--- config.mk ---
export PLATFORM = sky130hd
export DESIGN_NAME = alu8_core
export DESIGN_NICKNAME = d
export VERILOG_FILES = /design/src/rtl/alu8_pkg.sv /design/src/rtl/alu8_cin_mux.sv /design/src/rtl/alu8_logic_unit.sv /design/src/rtl/alu8_arith_unit.sv /design/src/rtl/alu8_shift_unit.sv /design/src/rtl/alu8_core.sv
export SDC_FILE = /design/constraint.sdc
export NUM_CORES = 1
export LEC_CHECK = 0
export BUFFER_PORTS_ARGS = -buffer_cell sky130_fd_sc_hd__clkbuf_2
export CAP_MARGIN = 20
export CELL_PAD_IN_SITES_DETAIL_PLACEMENT = 0
export CELL_PAD_IN_SITES_GLOBAL_PLACEMENT = 1
export CORE_MARGIN = 5
export CORE_UTILIZATION = 48
export DETAILED_ROUTE_END_ITERATION = 10
export GPL_ROUTABILITY_DRIVEN = 0
export MAX_ROUTING_LAYER = met4
export PLACE_DENSITY = 0.95
export SYNTH_ARGS = -nofsm -noshare
export SYNTH_HDL_FRONTEND = slang
export SYNTH_SLANG_ARGS = --single-unit
--- constraint.sdc ---
create_clock -name vclk -period 10.3
set_input_delay 2.575 -clock vclk [all_inputs]
set_output_delay 2.575 -clock vclk [all_outputs]
set_load 0.01 [all_outputs]
--- src/rtl/alu8_pkg.sv ---
package alu8_pkg;

  typedef enum logic [3:0] {
    FN_ZERO  = 4'd0,
    FN_KFD   = 4'd1,
    FN_KFE   = 4'd2,
    FN_ONES  = 4'd3,
    FN_PASSE = 4'd4,
    FN_NEG   = 4'd5,
    FN_OR    = 4'd6,
    FN_AND   = 4'd7,
    FN_XOR   = 4'd8,
    FN_INC   = 4'd9,
    FN_DEC   = 4'd10,
    FN_ADC   = 4'd11,
    FN_SBC   = 4'd12,
    FN_SHL   = 4'd13,
    FN_SHR   = 4'd14,
    FN_ASR   = 4'd15
  } alu_fn_e;

  typedef enum logic [1:0] {
    CI_ZERO  = 2'd0,
    CI_ONE   = 2'd1,
    CI_FLAG  = 2'd2,
    CI_NFLAG = 2'd3
  } cin_src_e;

  typedef struct packed {
    logic n;
    logic z;
    logic v;
    logic c;
  } alu_flags_t;

  // Operation group of a function code.
  function automatic logic fn_is_arith(input alu_fn_e f);
    return (f == FN_NEG) || (f == FN_INC) || (f == FN_DEC) ||
           (f == FN_ADC) || (f == FN_SBC);
  endfunction

  function automatic logic fn_is_shift(input alu_fn_e f);
    return (f == FN_SHL) || (f == FN_SHR) || (f == FN_ASR);
  endfunction

endpackage

--- src/rtl/alu8_cin_mux.sv ---
module alu8_cin_mux
  import alu8_pkg::*;
(
  input  logic [1:0] sel,
  input  logic       c_stored,
  output logic       cin
);
  always_comb begin
    unique case (cin_src_e'(sel))
      CI_ZERO:  cin = 1'b0;
      CI_ONE:   cin = 1'b1;
      CI_FLAG:  cin = c_stored;
      CI_NFLAG: cin = ~c_stored;
      default:  cin = 1'b0;
    endcase
  end
endmodule

--- src/rtl/alu8_logic_unit.sv ---
module alu8_logic_unit
  import alu8_pkg::*;
#(
  parameter int W = 8
) (
  input  logic [3:0]   func,
  input  logic [W-1:0] d,
  input  logic [W-1:0] e,
  output logic [W-1:0] res
);
  localparam logic [W-1:0] K_ZERO = '0;
  localparam logic [W-1:0] K_ONES = '1;
  localparam logic [W-1:0] K_FD   = ~W'(2);
  localparam logic [W-1:0] K_FE   = ~W'(1);

  always_comb begin
    unique case (alu_fn_e'(func))
      FN_ZERO:  res = K_ZERO;
      FN_KFD:   res = K_FD;
      FN_KFE:   res = K_FE;
      FN_ONES:  res = K_ONES;
      FN_PASSE: res = e;
      FN_OR:    res = d | e;
      FN_AND:   res = d & e;
      FN_XOR:   res = d ^ e;
      default:  res = K_ZERO;
    endcase
  end
endmodule

--- src/rtl/alu8_arith_unit.sv ---
module alu8_arith_unit
  import alu8_pkg::*;
#(
  parameter int W = 8
) (
  input  logic [3:0]   func,
  input  logic [W-1:0] d,
  input  logic [W-1:0] e,
  input  logic         cin,
  output logic [W-1:0] res,
  output logic         c,
  output logic         v
);
  localparam int      SW   = W + 1;
  localparam int      MSB  = W - 1;
  localparam logic [W-1:0] SIGN = W'(1) << MSB;

  // Sum helpers, carry or borrow lands in bit W.
  function automatic logic [SW-1:0] add3(input logic [W-1:0] a,
                                        input logic [W-1:0] b,
                                        input logic ci);
    return {1'b0, a} + {1'b0, b} + SW'(ci);
  endfunction

  function automatic logic [SW-1:0] sub3(input logic [W-1:0] a,
                                        input logic [W-1:0] b,
                                        input logic ci);
    return {1'b0, a} - ({1'b0, b} + SW'(ci));
  endfunction

  logic [SW-1:0] s_inc, s_dec, s_adc, s_sbc;
  logic [W-1:0]  neg_res;

  assign s_inc   = add3(d, '0, cin);
  assign s_dec   = add3(d, '1, 1'b0);
  assign s_adc   = add3(d, e, cin);
  assign s_sbc   = sub3(d, e, cin);
  assign neg_res = ~d + W'(cin);

  always_comb begin
    res = '0;
    c   = 1'b0;
    v   = 1'b0;
    unique case (alu_fn_e'(func))
      FN_NEG: begin
        res = neg_res;
        v   = (d == SIGN);
        c   = (d != '0);
      end
      FN_INC: begin
        res = s_inc[W-1:0];
        c   = s_inc[W];
        v   = ~d[MSB] & s_inc[MSB];
      end
      FN_DEC: begin
        res = s_dec[W-1:0];
        c   = s_dec[W];
        v   = d[MSB] & ~s_dec[MSB];
      end
      FN_ADC: begin
        res = s_adc[W-1:0];
        c   = s_adc[W];
        v   = (d[MSB] == e[MSB]) & (s_adc[MSB] != d[MSB]);
      end
      FN_SBC: begin
        res = s_sbc[W-1:0];
        c   = s_sbc[W];
        v   = (d[MSB] != e[MSB]) & (s_sbc[MSB] != d[MSB]);
      end
      default: begin
        res = '0;
        c   = 1'b0;
        v   = 1'b0;
      end
    endcase
  end
endmodule

--- src/rtl/alu8_shift_unit.sv ---
module alu8_shift_unit
  import alu8_pkg::*;
#(
  parameter int W = 8
) (
  input  logic [3:0]   func,
  input  logic [W-1:0] d,
  input  logic         cin,
  output logic [W-1:0] res,
  output logic         c,
  output logic         v
);
  localparam int MSB = W - 1;

  always_comb begin
    res = '0;
    c   = 1'b0;
    unique case (alu_fn_e'(func))
      FN_SHL: begin
        res = {d[MSB-1:0], cin};
        c   = d[MSB];
      end
      FN_SHR: begin
        res = {cin, d[MSB:1]};
        c   = d[0];
      end
      FN_ASR: begin
        res = {d[MSB], d[MSB:1]};
        c   = d[0];
      end
      default: begin
        res = '0;
        c   = 1'b0;
      end
    endcase
    v = c ^ res[MSB];
  end
endmodule

--- src/rtl/alu8_core.sv ---
module alu8_core
  import alu8_pkg::*;
#(
  parameter int W = 8
) (
  input  logic [W-1:0] opd_d,
  input  logic [W-1:0] opd_e,
  input  logic [3:0]   func,
  input  logic [1:0]   cin_sel,
  input  logic         c_stored,
  output logic [W-1:0] result,
  output logic [3:0]   flags
);
  localparam int MSB = W - 1;

  // Named internal events, visible to the checker.
  logic         cin_used;
  logic [W-1:0] res_logic, res_arith, res_shift;
  logic         c_arith, v_arith, c_shift, v_shift;
  logic         grp_arith, grp_shift;
  alu_flags_t   fl;

  alu8_cin_mux u_cin (
    .sel      (cin_sel),
    .c_stored (c_stored),
    .cin      (cin_used)
  );

  alu8_logic_unit #(.W(W)) u_logic (
    .func (func),
    .d    (opd_d),
    .e    (opd_e),
    .res  (res_logic)
  );

  alu8_arith_unit #(.W(W)) u_arith (
    .func (func),
    .d    (opd_d),
    .e    (opd_e),
    .cin  (cin_used),
    .res  (res_arith),
    .c    (c_arith),
    .v    (v_arith)
  );

  alu8_shift_unit #(.W(W)) u_shift (
    .func (func),
    .d    (opd_d),
    .cin  (cin_used),
    .res  (res_shift),
    .c    (c_shift),
    .v    (v_shift)
  );

  assign grp_arith = fn_is_arith(alu_fn_e'(func));
  assign grp_shift = fn_is_shift(alu_fn_e'(func));

  always_comb begin
    if (grp_shift) begin
      result = res_shift;
      fl.c   = c_shift;
      fl.v   = v_shift;
    end else if (grp_arith) begin
      result = res_arith;
      fl.c   = c_arith;
      fl.v   = v_arith;
    end else begin
      result = res_logic;
      fl.c   = 1'b0;
      fl.v   = 1'b0;
    end
    fl.n = result[MSB];
    fl.z = (result == '0);
  end

  assign flags = fl;
endmodule

==> flow_summary.toml, run 1 <==
[route]
drt_iter0_drc = 340
vias_per_cell = 6.37
via_count = 2650
final_antenna_net_count = 0
drc_errors = 0
wire_per_inst_um = 17.6
first_pass_iters = 5
wirelength_um = 7340

[logic_synthesis]
ys_seq_area_share_pct = 0
synthCells = 337
yosysMostFrequentCell = "ha_1"
synth_common_cells = "ha_1 (37), inv_1 (25), nand2_1 (24), a21oi_1 (22), o21ai_0 (20)"
synthDistinctLibCells = 68
ys_warn_count = 0
avgSynthCellArea_um2 = 7.15
syn_area_mm2 = 0.00241
yosysTopAreaCell = "ha_1"
synthTopCellsByArea = "ha_1 (19%), a21oi_1 (4.6%), xnor2_1 (4.4%), o21ai_0 (4.2%), inv_1 (3.9%)"
syn_nets = 401
synth_top_area_share_pct = 19.2

[timing]
holdWs_ns = 5.67
tightest_slew_ns = 0.829
grt_setup_unrepaired = "false"
fmax_mhz = 120
setup_viol = 0
timing.final.crit_period_ns = 8.35
finalHoldViolations = 0
final.setup.tns_ns = 0
maxSlewHeadroom_pct = 44.8
period_share_pct = 81.1
slew_violations = 0

[placed_design]
place_area_mm2 = 0.00253
dp_hpwl_um = 5620
port_buffers = 35

[hold_path]
min_path_type = "primary input to primary output"

[worst_setup_path]
startpoint_type = "primary input"
critPathSlowestCell = "or4b_1"
cp-end-kind = "primary output"
worst_ep_required_time_ns = 7.73
setup.worst_path.class = "primary input to primary output"
crit_chain = "clkbuf_2 -> nand2_1 -> xnor2_1 -> inv_1 -> fa_1 -> fa_1 -> o21ai_0 -> nand2b_1 -> xor2_1 -> a22oi_1 -> nand4_1 -> or4b_1 -> nor3_2 -> clkbuf_2"
critPathMaxStageDelay_ns = 0.58
path_max_fanout = 6
crit_arrival_ns = 5.78

[floorplanning]
io_pins = 35
die_w_um = 80.9
start_util_pct = 50.4
dieArea_mm2 = 0.00654
fp.coreArea_mm2 = 0.00479
fp.dieH_um = 80.9
rows = 25

[clocking]
cts_resized = 0
cts-hold-fix-buffers = 0
postCtsSetupRepairBufs = 0

[final_layout]
n_sequential_cell = 0
drive_above_1_share_pct = 14.9
post-route-util_pct = 52.9
num_antenna_cells = 0
regArea_um2 = 0
final_area_mm2 = 0.00253
nets = 415
area_growth_pct = 5.09
num-clock-buffers = 0

[grt]
grt_max_degree = 44
grt_pass1_vias = 2401
antenna_found_initial = 0
grtUsageTotal_pct = 23.5
grt_pass1_wl_um = 12200
gr-total-overflow = 0

[power_and_ir_drop]
p_per_area_mw_per_mm2 = 52.3
p_leak_nw = 1.10
netSwitchingFraction_pct = 60.1
seqPwrFrac_pct = 0
total_power_uw = 132
cell_internal_pwr_uw = 52.9
power_frac_comb_pct = 100.0
ir_drop_v = 0.0000280
clkPwrFrac_pct = 0
p_sw_uw = 79.6

[job]
cap_violations = 0

[run_status]
status = "complete, no violations"
==> final timing paths <==
check,cells past startpoint,start,endpoint
hold / removal,4,opd_d[7],flags[1]
setup / recovery,14,c_stored,flags[2]
==> layout make-up <==
cell class,count,area (um2)
well taps,67,83.8
multi-input cells,284,2150
inverters,27,101
fillers,497,2250
repair buffers,38,195
==> cells in the final DEF, fill, tap and decap left out, types with 4 or more instances in the layout <==
| cell type | count |
|---|---|
| clkbuf_2 | 36 |
| fa_1 | 4 |
| a21o_1 | 4 |
| and3_1 | 7 |
| nor3b_1 | 5 |
| nand2b_1 | 4 |
| nor3_1 | 8 |
| nand2_1 | 24 |
| ha_1 | 37 |
| nand4bb_1 | 4 |
| o21ai_0 | 20 |
| xnor2_1 | 12 |
| o31ai_1 | 4 |
| nor4_1 | 5 |
| a31oi_1 | 7 |
| xor2_1 | 7 |
| o22ai_1 | 4 |
| nand3_1 | 8 |
| nand3b_1 | 4 |
| a21oi_1 | 22 |
| a22oi_1 | 7 |
| nor2_1 | 18 |
| inv_1 | 25 |
| a221oi_1 | 4 |
| o21a_1 | 5 |
==> routing by layer <==
metal / track usage (%) / routed length (um) / share of wire [%] / vias up
met4: 3.04 / 76 / 1.0 / 0
met3: 2.22 / 547 / 7.5 / 8
met1: 35.1 / 3520 / 48 / 1223
met2: 34.6 / 3200 / 44 / 136
met5: - / 0 / 0 / -
li1: - / - / - / 1283
==> power groups by stage <==
stage	clock (mW)	sequential [mW]	combinational, mW
finish	0	0	0.132
CTS	0	0	0.130
detailed placement	0	0	0.130
global placement	0	0	0.128
floorplan	0	0	0.0973
global route	0	0	0.148
==> metrics by stage <==
| step | std cells | setup slack, ns |
|---|---|---|
| after CTS | 415 | 1.93 |
| after global routing | 416 | 1.75 |
| after global placement | 415 | 2.01 |
| final | 416 | 1.95 |
| after floorplan | 337 | 2.33 |
| after detailed placement | 415 | 1.94 |
==> kinds of logic (layout without fill, tap and decap cells) <==
| kind of cell | after synthesis | in the layout | share of synthesized area (%) |
|---|---|---|---|
| multiplexers | 2 | 2 | 0.882 |
| buffers and inverters | 53 | 65 | 10.7 |
| XOR/XNOR | 19 | 19 | 6.90 |
| adder cells (fa/ha/maj) | 41 | 41 | 22.5 |
| AO/OA/AOI/OAI | 111 | 111 | 31.7 |
| AND/OR/NAND/NOR | 111 | 111 | 27.3 |
==> worst max-delay path, delay by kind of cell <==
kind | cells | cell delay [ns]
simple gates | 5 | 1.02
xor+xnor | 2 | 0.59
compound gates | 2 | 0.40
buf+inv | 3 | 0.34
fa+ha+maj | 2 | 0.85
No activity file was read; power rests on OpenSTA's default activity.
==> run 2: changes to the inputs <==
--- a/config.mk
+++ b/config.mk
@@ -10,7 +10,7 @@
 export CELL_PAD_IN_SITES_DETAIL_PLACEMENT = 0
 export CELL_PAD_IN_SITES_GLOBAL_PLACEMENT = 1
 export CORE_MARGIN = 5
-export CORE_UTILIZATION = 48
+export CORE_UTILIZATION = 44
 export DETAILED_ROUTE_END_ITERATION = 10
 export GPL_ROUTABILITY_DRIVEN = 0
 export MAX_ROUTING_LAYER = met4
==> constraint.sdc (replaced) <==
create_clock -name vclk -period 7.89
set_input_delay 1.9725 -clock vclk [all_inputs]
set_output_delay 1.9725 -clock vclk [all_outputs]
set_load 0.01 [all_outputs]
==> run 2 against run 1 <==
Compared with the run above:
- non-clock buffer count unchanged
- final area increased by 0.25%
- first-iteration DRC count decreased by 2.9%
==> flow_summary.toml, run 2 (same netlist as run 1, synthesis figures left out) <==
[hold_path]
min_path_type = "primary input to primary output"

[power_and_ir_drop]
ir_drop_v = 0.0000346
p_per_area_mw_per_mm2 = 68.4
p_leak_nw = 1.10

[timing]
final.setup.tns_ns = 0
setup_viol = 0
holdWs_ns = 4.47
timing.final.crit_period_ns = 7.23
maxSlewHeadroom_pct = 44.6
finalHoldViolations = 0
period_share_pct = 91.6
tightest_slew_ns = 0.832
slew_violations = 0
setup_ws_ns = 0.665
grt_setup_unrepaired = "false"
fmax_mhz = 138

[final_layout]
n_sequential_cell = 0
num_antenna_cells = 0
final_common_cell = "ha_1"
area_growth_pct = 5.35
nets = 415
drive_above_1_share_pct = 14.9
fin_cells = 421
layout_common_cells = "ha_1 (37), clkbuf_2 (36), inv_1 (25), nand2_1 (24), a21oi_1 (22)"
final_area_mm2 = 0.00254
n_fill_cell = 598
regArea_um2 = 0
num-clock-buffers = 0

[route]
drc_errors = 0
drt_iter0_drc = 330
final_antenna_net_count = 0
vias_per_cell = 6.44
first_pass_iters = 5
wire_per_inst_um = 17.8
via_count = 2711
wirelength_um = 7480

[placed_design]
place_area_mm2 = 0.00253
port_buffers = 35
dp_hpwl_um = 5640
dp_slack_ns = 0.713
place_inst = 420

[grt]
gr-total-overflow = 0
grtUsageTotal_pct = 21.0
grt_max_degree = 44
grt_pass1_wl_um = 12300
grt_pass1_vias = 2420
antenna_found_initial = 0

[worst_setup_path]
crit_arrival_ns = 5.25
path_max_fanout = 6
cp-end-kind = "primary output"
worst_ep_required_time_ns = 5.92
setup.worst_path.class = "primary input to primary output"
startpoint_type = "primary input"

[clocking]
cts_resized = 0
postCtsSetupRepairBufs = 0
cts-hold-fix-buffers = 0

[floorplanning]
fp.coreArea_mm2 = 0.00541
dieArea_mm2 = 0.00706
io_pins = 35
start_util_pct = 44.6
rows = 27
die_w_um = 84.0
fp.dieH_um = 84.0

[run_status]
status = "complete, no violations"

[job]
cap_violations = 0
==> run 2: cell counts in the layout (fill, tap and decap cells not counted) <==
No cell type changed its count.
==> run 2: power breakdown <==
part	switching (mW)	internal, mW	total [mW]	leakage, nW
logic	0.105	0.0691	0.174	1.10
clock network	0	0	0	0
registers	0	0	0	0
==> run 2: routing by layer <==
metal	GRT usage (%)	routed length, um
met1	31.2	3310
met2	30.6	3340
met3	1.48	634
met4	5.12	197
met5	-	0
==> run 2: path summary, 6_finish.rpt <==
check	from	cells past startpoint	slack (ns)	to
setup / recovery	c_stored	14	0.66	flags[2]
hold / removal	opd_d[7]	4	4.47	flags[0]
==> run 2: cell type report <==
| type | count | area, um2 | share of cell area [%] |
|---|---|---|---|
| Timing Repair Buffer | 38 | 195 | 7.68 |
| Multi-Input combinational cell | 284 | 2150 | 84.8 |
| Inverter | 27 | 101 | 3.99 |
| Tap cell | 72 | 90.1 | 3.55 |
==> run 2: through the flow <==
step | total power [mW] | utilization, %
finish | 0.174 | 47.0
global route | 0.192 | 47.0
CTS | 0.171 | 46.9
detailed placement | 0.170 | 46.9
global placement | 0.166 | 46.9
floorplan | 0.127 | -
==> run 2: worst max-delay path: stages <==
cell and delay (ns):
clkbuf_2 0.07, nand2_1 0.05, xnor2_1 0.45, inv_1 0.12, fa_1 0.42, fa_1 0.41, o21ai_0 0.30, nand2b_1 0.11
xor2_1 0.15, a22oi_1 0.14, nand4_1 0.13, or4b_1 0.59, nor3_2 0.17, clkbuf_2 0.15
==> run 3: changes to the inputs <==
--- a/config.mk
+++ b/config.mk
@@ -15,6 +15,7 @@
 export GPL_ROUTABILITY_DRIVEN = 0
 export MAX_ROUTING_LAYER = met4
 export PLACE_DENSITY = 0.95
+export REMOVE_ABC_BUFFERS = 1
 export SYNTH_ARGS = -nofsm -noshare
 export SYNTH_HDL_FRONTEND = slang
 export SYNTH_SLANG_ARGS = --single-unit
==> run 3 against run 2 <==
Compared with the run above:
- count of clock-buffer cells in the layout unchanged
- maximum frequency down 0.74%
- cell count unchanged
- critical path type unchanged
- critical endpoint unchanged
- largest cell class unchanged
- largest power group unchanged
==> flow_summary.toml, run 3 (same netlist as run 1, synthesis figures left out) <==
[floorplanning]
start_util_pct = 44.6
fp.dieH_um = 84.0
dieArea_mm2 = 0.00706
io_pins = 35
die_w_um = 84.0
fp.coreArea_mm2 = 0.00541
rows = 27

[final_layout]
drive_above_1_share_pct = 14.9
area_growth_pct = 5.35
num_antenna_cells = 0
n_sequential_cell = 0
multi_input_area_mm2 = 0.00215
layout_common_cells = "ha_1 (37), clkbuf_2 (36), inv_1 (25), nand2_1 (24), a21oi_1 (22)"
num-clock-buffers = 0
final_common_cell = "ha_1"
nets = 415
regArea_um2 = 0
n_fill_cell = 552

[power_and_ir_drop]
clkPwrFrac_pct = 0
ir_drop_v = 0.0000345
p_sw_uw = 105
cell_internal_pwr_uw = 69.0
total_power_uw = 174
seqPwrFrac_pct = 0
p_per_area_mw_per_mm2 = 68.4
netSwitchingFraction_pct = 60.3
p_leak_nw = 1.10
power_frac_comb_pct = 100.0

[timing]
final.setup.tns_ns = 0
finalHoldViolations = 0
slew_violations = 0
tightest_slew_ns = 0.830
setup_viol = 0
grt_setup_unrepaired = "false"
period_share_pct = 92.3
timing.final.crit_period_ns = 7.28
maxSlewHeadroom_pct = 44.7
fmax_mhz = 137

[route]
drc_errors = 0
vias_per_cell = 6.39
via_count = 2689
final_antenna_net_count = 0
drt_iter0_drc = 293
wire_per_inst_um = 17.7
wirelength_um = 7470
first_pass_iters = 5

[grt]
grtUsageTotal_pct = 20.6
grt_pass1_vias = 2408
grt_max_degree = 44
gr-total-overflow = 0
grt_pass1_wl_um = 12200
antenna_found_initial = 0

[clocking]
cts-hold-fix-buffers = 0
postCtsSetupRepairBufs = 0
cts_resized = 0

[worst_setup_path]
setup.worst_path.end = "flags[2]"
cp-end-kind = "primary output"
worst_ep_required_time_ns = 5.92
setup.worst_path.class = "primary input to primary output"
path_max_fanout = 6
crit_arrival_ns = 5.31
startpoint_type = "primary input"
startpoint = "c_stored"

[hold_path]
min_path_type = "primary input to primary output"

[placed_design]
dp_hpwl_um = 5590
port_buffers = 35

[job]
cap_violations = 0

[run_status]
status = "complete, no violations"
==> run 3: layout make-up <==
| class | count | share of cell area, % |
|---|---|---|
| Multi-Input combinational cell | 284 | 84.8 |
| Tap cell | 72 | 3.55 |
| Timing Repair Buffer | 38 | 7.68 |
| Inverter | 27 | 3.99 |
==> run 3: per-layer routing <==
layer  global-route usage (%)  share of wire (%)  vias up
met4                     3.80                1.7        0
met3                    0.296                6.1       10
met1                     28.9                 46     1263
met2                     33.5                 47      130
li1                         -                  -     1286
met5                        -                  0        -
==> run 3: per-stage QoR <==
| step | hold WS [ns] | instances | setup slack, ns | cell area [um2] | utilization (%) |
|---|---|---|---|---|---|
| floorplan | 4.08 | 311 | 1.12 | 2250 | - |
| global placement | 4.46 | 420 | 0.806 | 2530 | 46.9 |
| detailed placement | 4.46 | 420 | 0.662 | 2530 | 46.9 |
| CTS | 4.46 | 420 | 0.656 | 2530 | 46.9 |
| global route | 4.48 | 421 | 0.400 | 2540 | 47.0 |
| finish | 4.47 | 421 | 0.611 | 2540 | 47.0 |
==> run 3: critical path, stage by stage <==
cell and delay [ns]:
clkbuf_2 0.07, nand2_1 0.05, xnor2_1 0.47, inv_1 0.12, fa_1 0.43, fa_1 0.42
o21ai_0 0.31, nand2b_1 0.11, xor2_1 0.15, a22oi_1 0.15, nand4_1 0.14, or4b_1 0.59
nor3_2 0.16, clkbuf_2 0.15
==> run 3: worst min path at each step <==
stage              from        end  slack, ns  cells past startpoint
4_1_cts        opd_d[7]   flags[0]       4.46                      4
6_report       opd_d[7]   flags[1]       4.47                      4
5_1_grt        opd_d[7]   flags[0]       4.48                      4
3_5_place_dp   opd_d[7]   flags[0]       4.46                      4
2_1_floorplan   func[1]  result[0]       4.08                      1
3_3_place_gp   opd_d[7]   flags[1]       4.46                      4
==> run 3: power groups by stage <==
stage	Combinational, mW	Sequential (mW)	Clock, mW
4_1_cts	0.170	0	0
6_report	0.174	0	0
3_5_place_dp	0.170	0	0
3_3_place_gp	0.167	0	0
5_1_grt	0.191	0	0
2_1_floorplan	0.111	0	0
